File: config.mk
export PLATFORM = sky130hd
export DESIGN_NAME = flash_irq_regs
export DESIGN_NICKNAME = d
export VERILOG_FILES = /design/src/rtl/flash_irq_pkg.sv /design/src/rtl/flash_int_ctrl.sv /design/src/rtl/flash_cfg_regs.sv /design/src/rtl/flash_cmd_gate.sv /design/src/rtl/flash_irq_regs.sv
export SDC_FILE = /design/constraint.sdc
export NUM_CORES = 1
export LEC_CHECK = 0
export BUFFER_PORTS_ARGS = -buffer_cell sky130_fd_sc_hd__buf_4
export CAP_MARGIN = 20
export CORE_AREA = 3 3 103 105
export DETAILED_ROUTE_END_ITERATION = 10
export DIE_AREA = 0 0 106 108
export PLACE_DENSITY = 0.55
export SLEW_MARGIN = 30
export SYNTH_ARGS = -nofsm -noshare
export SYNTH_HDL_FRONTEND = slang
export SYNTH_HIERARCHICAL = 1
export SYNTH_SLANG_ARGS = --single-unit
File: constraint.sdc
create_clock -name clk_i -period 3.3 [get_ports clk_i]
set_clock_uncertainty 0.2 [all_clocks]
set_input_delay 0.165 -clock clk_i [delete_from_list [all_inputs] [get_ports clk_i]]
set_output_delay 0.165 -clock clk_i [all_outputs]
set_load 0.1 [all_outputs]
File: src/rtl/flash_irq_pkg.sv
package flash_irq_pkg;
  localparam int REG_W  = 16;
  localparam int CMD_W  = 8;
  localparam int ADDR_W = 3;

  localparam int INT_MASTER = 15;
  localparam int INT_ERASE  = 5;
  localparam int INT_PROG   = 6;
  localparam int INT_LOAD   = 7;
  localparam int ST_CMD     = 10;
  localparam int ST_ERASE   = 11;
  localparam int ST_PROG    = 12;
  localparam int ST_LOAD    = 13;
  localparam int CFG_POL    = 6;
  localparam int CFG_RDY    = 7;

  localparam logic [REG_W-1:0] INT_COLD_VAL = 16'h8080;
  localparam logic [REG_W-1:0] INT_WARM_VAL = 16'h8010;
  localparam logic [REG_W-1:0] CFG1_RST_VAL = 16'h40C0;
  localparam logic [REG_W-1:0] CFG2_RST_VAL = 16'h0000;
  localparam logic [REG_W-1:0] CFG1_RD_MASK = 16'hFFE0;
  localparam logic [REG_W-1:0] ST_ERR_MASK  =
    (REG_W'(1) << ST_CMD) | (REG_W'(1) << ST_ERASE) |
    (REG_W'(1) << ST_PROG) | (REG_W'(1) << ST_LOAD);

  typedef enum logic [ADDR_W-1:0] {
    RA_INT  = 3'd0,
    RA_STAT = 3'd1,
    RA_CFG1 = 3'd2,
    RA_CFG2 = 3'd3,
    RA_CMD  = 3'd4
  } reg_addr_e;

  typedef enum logic [1:0] {
    EV_ERASE = 2'd0,
    EV_PROG  = 2'd1,
    EV_LOAD  = 2'd2,
    EV_OTHER = 2'd3
  } evt_kind_e;

  function automatic logic cmd_known(input logic [CMD_W-1:0] op);
    case (op)
      8'h00, 8'h13, 8'h80, 8'h1A, 8'h1B, 8'h23, 8'h27, 8'h2A, 8'h2C,
      8'h71, 8'h95, 8'h94, 8'hB0, 8'h30, 8'hF0, 8'hF3, 8'h65: return 1'b1;
      default: return 1'b0;
    endcase
  endfunction
endpackage

File: src/rtl/flash_int_ctrl.sv
module flash_int_ctrl
  import flash_irq_pkg::*;
#(
  parameter int W = REG_W
) (
  input  logic         clk_i,
  input  logic         rst_ni,
  input  logic         warm_i,
  input  logic         int_we_i,
  input  logic [W-1:0] wr_data_i,
  input  logic         evt_valid_i,
  input  logic [1:0]   evt_kind_i,
  input  logic         evt_err_i,
  input  logic         unk_cmd_i,
  output logic [W-1:0] int_o,
  output logic [W-1:0] stat_o
);
  logic [W-1:0] int_q, stat_q, int_d, stat_d;
  logic [W-1:0] int_masked, stat_kept, int_set, err_set;

  always_comb begin
    int_set = '0;
    err_set = '0;
    if (evt_valid_i) begin
      int_set[INT_MASTER] = 1'b1;
      case (evt_kind_e'(evt_kind_i))
        EV_ERASE: int_set[INT_ERASE] = 1'b1;
        EV_PROG:  int_set[INT_PROG]  = 1'b1;
        EV_LOAD:  int_set[INT_LOAD]  = 1'b1;
        default:  ;
      endcase
      if (evt_err_i) begin
        err_set[ST_CMD] = 1'b1;
        case (evt_kind_e'(evt_kind_i))
          EV_ERASE: err_set[ST_ERASE] = 1'b1;
          EV_PROG:  err_set[ST_PROG]  = 1'b1;
          EV_LOAD:  err_set[ST_LOAD]  = 1'b1;
          default:  ;
        endcase
      end
    end
    if (unk_cmd_i) begin
      int_set[INT_MASTER] = 1'b1;
      err_set[ST_CMD]     = 1'b1;
    end
  end

  // AND-mask write first, then new reports merge on top
  always_comb begin
    int_masked = int_we_i ? (int_q & wr_data_i) : int_q;
    stat_kept  = (int_we_i && !int_masked[INT_MASTER]) ? (stat_q & ~ST_ERR_MASK) : stat_q;
    int_d      = int_masked | int_set;
    stat_d     = stat_kept | err_set;
    if (warm_i) begin
      int_d  = INT_WARM_VAL;
      stat_d = '0;
    end
  end

  always_ff @(posedge clk_i or negedge rst_ni) begin
    if (!rst_ni) begin
      int_q  <= INT_COLD_VAL;
      stat_q <= '0;
    end else begin
      int_q  <= int_d;
      stat_q <= stat_d;
    end
  end

  assign int_o  = int_q;
  assign stat_o = stat_q;

  assert_and_write_R4: assert property (@(posedge clk_i) disable iff (!rst_ni)
    (int_we_i && !evt_valid_i && !unk_cmd_i && !warm_i) |=> (int_q == ($past(int_q) & $past(wr_data_i))));

  assert_err_wipe_R5: assert property (@(posedge clk_i) disable iff (!rst_ni)
    (int_we_i && !(int_q[INT_MASTER] && wr_data_i[INT_MASTER]) && !evt_valid_i && !warm_i)
      |=> ((stat_q & ST_ERR_MASK) == '0));

  assert_evt_master_R6: assert property (@(posedge clk_i) disable iff (!rst_ni)
    (evt_valid_i && !warm_i) |=> int_q[INT_MASTER]);

  assert_err_has_cmd_R7: assert property (@(posedge clk_i) disable iff (!rst_ni)
    (evt_valid_i && evt_err_i && !warm_i) |=> stat_q[ST_CMD]);
endmodule

File: src/rtl/flash_cfg_regs.sv
module flash_cfg_regs
  import flash_irq_pkg::*;
#(
  parameter int W = REG_W
) (
  input  logic         clk_i,
  input  logic         rst_ni,
  input  logic         warm_i,
  input  logic         cfg1_we_i,
  input  logic         cfg2_we_i,
  input  logic [W-1:0] wr_data_i,
  output logic [W-1:0] cfg1_o,
  output logic [W-1:0] cfg2_o,
  output logic         rdy_o
);
  logic [W-1:0] cfg1_q, cfg2_q;
  logic         rdy_q;

  always_ff @(posedge clk_i or negedge rst_ni) begin
    if (!rst_ni) begin
      cfg1_q <= CFG1_RST_VAL;
      cfg2_q <= CFG2_RST_VAL;
      rdy_q  <= 1'b1;
    end else if (warm_i) begin
      cfg1_q <= CFG1_RST_VAL;
      cfg2_q <= CFG2_RST_VAL;
      rdy_q  <= 1'b1;
    end else begin
      if (cfg1_we_i) begin
        cfg1_q <= wr_data_i;
        rdy_q  <= wr_data_i[CFG_RDY];
      end
      if (cfg2_we_i) cfg2_q <= wr_data_i;
    end
  end

  assign cfg1_o = cfg1_q;
  assign cfg2_o = cfg2_q;
  assign rdy_o  = rdy_q;

  assert_rdy_hold_R8: assert property (@(posedge clk_i) disable iff (!rst_ni)
    (!cfg1_we_i && !warm_i) |=> $stable(rdy_q));

  assert_rdy_track_R8: assert property (@(posedge clk_i) disable iff (!rst_ni)
    (cfg1_we_i && !warm_i) |=> (rdy_q == cfg1_q[CFG_RDY]));
endmodule

File: src/rtl/flash_cmd_gate.sv
module flash_cmd_gate
  import flash_irq_pkg::*;
#(
  parameter int CW = CMD_W
) (
  input  logic          clk_i,
  input  logic          rst_ni,
  input  logic          warm_i,
  input  logic          cmd_we_i,
  input  logic [CW-1:0] cmd_data_i,
  input  logic          busy_i,
  output logic          start_o,
  output logic [CW-1:0] cmd_o,
  output logic          unk_o,
  output logic [CW-1:0] last_o
);
  logic          take;
  logic          known;
  logic [CW-1:0] last_q;

  assign known   = cmd_known(cmd_data_i);
  assign take    = cmd_we_i && !busy_i;
  assign start_o = take && known;
  assign unk_o   = take && !known;
  assign cmd_o   = cmd_data_i;

  always_ff @(posedge clk_i or negedge rst_ni) begin
    if (!rst_ni)     last_q <= '0;
    else if (warm_i) last_q <= '0;
    else if (take)   last_q <= cmd_data_i;
  end

  assign last_o = last_q;

  assert_busy_drop_R10: assert property (@(posedge clk_i) disable iff (!rst_ni)
    (cmd_we_i && busy_i && !warm_i) |=> $stable(last_q));

  assert_start_excl_R11: assert property (@(posedge clk_i) disable iff (!rst_ni)
    !(start_o && unk_o));
endmodule

File: src/rtl/flash_irq_regs.sv
module flash_irq_regs
  import flash_irq_pkg::*;
#(
  parameter int W  = REG_W,
  parameter int CW = CMD_W,
  parameter int AW = ADDR_W
) (
  input  logic          clk_i,
  input  logic          rst_ni,
  input  logic          warm_rst_i,
  input  logic [AW-1:0] addr_i,
  input  logic          wr_en_i,
  input  logic [W-1:0]  wr_data_i,
  output logic [W-1:0]  rd_data_o,
  input  logic          evt_valid_i,
  input  logic [1:0]    evt_kind_i,
  input  logic          evt_err_i,
  output logic          cmd_start_o,
  output logic [CW-1:0] cmd_o,
  output logic          irq_o,
  output logic          rdy_o
);
  logic [W-1:0]  int_w, stat_w, cfg1_w, cfg2_w;
  logic [CW-1:0] last_w;
  logic          unk_w;
  logic          we_int, we_cfg1, we_cfg2, we_cmd;

  assign we_int  = wr_en_i && (addr_i == RA_INT);
  assign we_cfg1 = wr_en_i && (addr_i == RA_CFG1);
  assign we_cfg2 = wr_en_i && (addr_i == RA_CFG2);
  assign we_cmd  = wr_en_i && (addr_i == RA_CMD);

  flash_int_ctrl #(.W(W)) u_int (
    .clk_i(clk_i), .rst_ni(rst_ni), .warm_i(warm_rst_i),
    .int_we_i(we_int), .wr_data_i(wr_data_i),
    .evt_valid_i(evt_valid_i), .evt_kind_i(evt_kind_i), .evt_err_i(evt_err_i),
    .unk_cmd_i(unk_w), .int_o(int_w), .stat_o(stat_w)
  );

  flash_cfg_regs #(.W(W)) u_cfg (
    .clk_i(clk_i), .rst_ni(rst_ni), .warm_i(warm_rst_i),
    .cfg1_we_i(we_cfg1), .cfg2_we_i(we_cfg2), .wr_data_i(wr_data_i),
    .cfg1_o(cfg1_w), .cfg2_o(cfg2_w), .rdy_o(rdy_o)
  );

  flash_cmd_gate #(.CW(CW)) u_gate (
    .clk_i(clk_i), .rst_ni(rst_ni), .warm_i(warm_rst_i),
    .cmd_we_i(we_cmd), .cmd_data_i(wr_data_i[CW-1:0]), .busy_i(int_w[INT_MASTER]),
    .start_o(cmd_start_o), .cmd_o(cmd_o), .unk_o(unk_w), .last_o(last_w)
  );

  // cfg1 bit 6 set: active high; clear: active low
  assign irq_o = int_w[INT_MASTER] ^ ~cfg1_w[CFG_POL];

  always_comb begin
    case (addr_i)
      RA_INT:  rd_data_o = int_w;
      RA_STAT: rd_data_o = stat_w;
      RA_CFG1: rd_data_o = cfg1_w & CFG1_RD_MASK;
      RA_CFG2: rd_data_o = cfg2_w;
      RA_CMD:  rd_data_o = W'(last_w);
      default: rd_data_o = '0;
    endcase
  end

  assert_unknown_flags_R11: assert property (@(posedge clk_i) disable iff (!rst_ni)
    (unk_w && !warm_rst_i) |=> (int_w[INT_MASTER] && stat_w[ST_CMD]));

  assert_warm_vals_R2: assert property (@(posedge clk_i) disable iff (!rst_ni)
    warm_rst_i |=> (int_w == INT_WARM_VAL && cfg1_w == CFG1_RST_VAL && rdy_o));

  assert_stat_wr_R13: assert property (@(posedge clk_i) disable iff (!rst_ni)
    (wr_en_i && addr_i == RA_STAT && !evt_valid_i && !warm_rst_i) |=> $stable(stat_w));
endmodule

==> qor.csv <==
metric,value,unit
p_comb_share,22.1,%
area_growth,19.3,%
multi_input_area,1510,µm²
fin_crit_sh,77.6,%
clk_pin_slew_worst_paths,0.09,ns
grt_max_degree,56,
worstSetupPathType,input pin to register,
slowest_delay,0.55,ns
grt_pass1_vias,2492,
ys_warn_count,6,
dp_slack,1.24,ns
dp_hpwl,5.21,mm
cts_hold_buf,23,
postSynthCellCount,303,
p_sw,436,µW
rrSetupSlack,1.25,ns
track_usage,14.5,%
cts.sinks,55,
seqCellArea,1380,µm²
final_max_slew_viol_count,0,
port_buffers,53,
status,finished clean,
setup_tns,0,ns
power_density,369,nW/µm²
max_slew_margin,51.3,%
cp_slowest_cell,dlygate4sd3_1,
die_x,106,µm
clk_path_buf_depth,2,
coreArea,9730,µm²
numCtsBuffers,5,
rsz0062_at_grt,false,
cts_tree,done,
num_vias,2418,
internal_power,978,µW
die-area,11400,µm²
grt_pass1_wl,13.2,mm
hold_path_class,input pin to register,
finalHoldWorstSlack,0.0159,ns
required,3.33,ns
setup_violations,0,
viasPerCell,4.94,
cpMostUsedCell,dlygate4sd3_1,
maxCapViolations,0,
fmax,390,MHz
n_fill_cell,1006,
p_leak,1.72,nW
diodes,0,
drt-initial-drc-count,144,
hold_viol,0,
overflow,0,
crit_fanout,12,
antenna_found_initial,0,
seq_power_share,49.1,%
initial_core_util,33.0,%
drc_errors,0,
die_h,108,µm
end_kind,register,
p_clk_share,28.9,%
wl,8.01,mm
fin_nets,382,
utilization,39.4,%
drt_first_pass_iters,5,
rows,36,
layout-drive-gt1-share,22.8,%
postSynthAreaPerCell,10.6,µm²
start_kind,input pin,
tightest_slew,0.730,ns
h-tree-depth,2,
wl_per_cell,16.4,µm
arrival,2.59,ns
setup_slack,0.739,ns
peakVddDrop,0.000195,V
postRouteAntennaNets,0,
insertion_delay,0.30,ns
syn-cell-area,3210,µm²
root_buffer,clkbuf_8,
post_cts_buffers,0,
path_cells,dlygate4sd3_1 > buf_4 > nor3b_2 > nand3_1 > a2111o_1 > and4_1 > nor3_1 > nand2_1 > dlygate4sd3_1,
cts_resized,0,
swShare,30.8,%
num_io_pins,54,
finalCriticalPeriod,2.56,ns
gp_congestion,0.704,
## cell type report
cell class                      instances  area share [%]
Sequential cell                        55            36.1
Timing Repair Buffer                   80            17.2
Multi-Input combinational cell        209            39.4
Tap cell                              133            4.34
Clock buffer                            8            2.61
Inverter                                4           0.392
## power groups by stage
stage          registers, mW  clock network (mW)  logic, mW
2_1_floorplan          0.708                   0      0.222
3_3_place_gp           0.706                   0      0.292
3_5_place_dp           0.706                   0      0.294
4_1_cts                0.693               0.422      0.315
5_1_grt                0.695               0.457      0.333
6_report               0.693               0.408      0.312
## routing by layer
metal | wire length, µm | vias up | track usage [%] | part of all wire [%]
met2 | 3710 | 67 | 23.5 | 46
met5 | 0 | - | 0 | 0
met4 | 58 | 0 | 3.33 | 0.72
met3 | 398 | 6 | 2.45 | 5.0
li1 | - | 1151 | - | -
met1 | 3840 | 1194 | 20.4 | 48
## critical path, delay by kind of cell
family / cells / cell delay, ns
AOI/OAI and AO/OA: 1 / 0.38
and+or+nand+nor: 5 / 0.77
buffers and inverters: 3 / 1.27
## stage by stage
stage          instance area [µm²]  total power, mW  instances
2_1_floorplan                 3250            0.929        314
3_3_place_gp                  3500            0.999        458
3_5_place_dp                  3500             1.00        458
4_1_cts                       3830             1.43        489
5_1_grt                       3830             1.49        489
6_report                      3830             1.41        489
## placed cells by master (no fill, tap or decap), types with 9 or more instances in the layout
cell type      instances
buf_4                 57
nor2_1                31
dlygate4sd3_1         23
mux2i_1               34
nand2_1               24
o2bb2ai_1              9
conb_1                12
a21oi_1               15
dfrtp_1               50
nor2b_1               13
o211a_1               11
## final timing paths
kind / start / to / cells past startpoint
worst max-delay path: wr_data_i[3] / u_int/int_o[15]$_DFF_PN1_ / 9
worst min-delay path: evt_valid_i / u_int/stat_o[10]$_DFF_PN0_ / 3
worst max register to register: u_int/int_o[15]$_DFF_PN1_ / u_int/int_o[15]$_DFF_PN1_ / 6
worst min register to register: u_int/int_o[7]$_DFF_PN1_ / u_int/int_o[7]$_DFF_PN1_ / 2
max in group asynchronous: rst_ni / u_int/stat_o[13]$_DFF_PN0_ / 2
min in group asynchronous: rst_ni / u_gate/last_o[0]$_DFFE_PN0P_ / 2
## state kept, by name (all words and copies together) (netlist names)
register	count
u_cfg/cfg1_o	11
u_cfg/cfg2_o	16
u_gate/last_o	8
u_int/int_o	16
u_int/stat_o	4
Note: power is estimated with default switching activity, not from simulation.
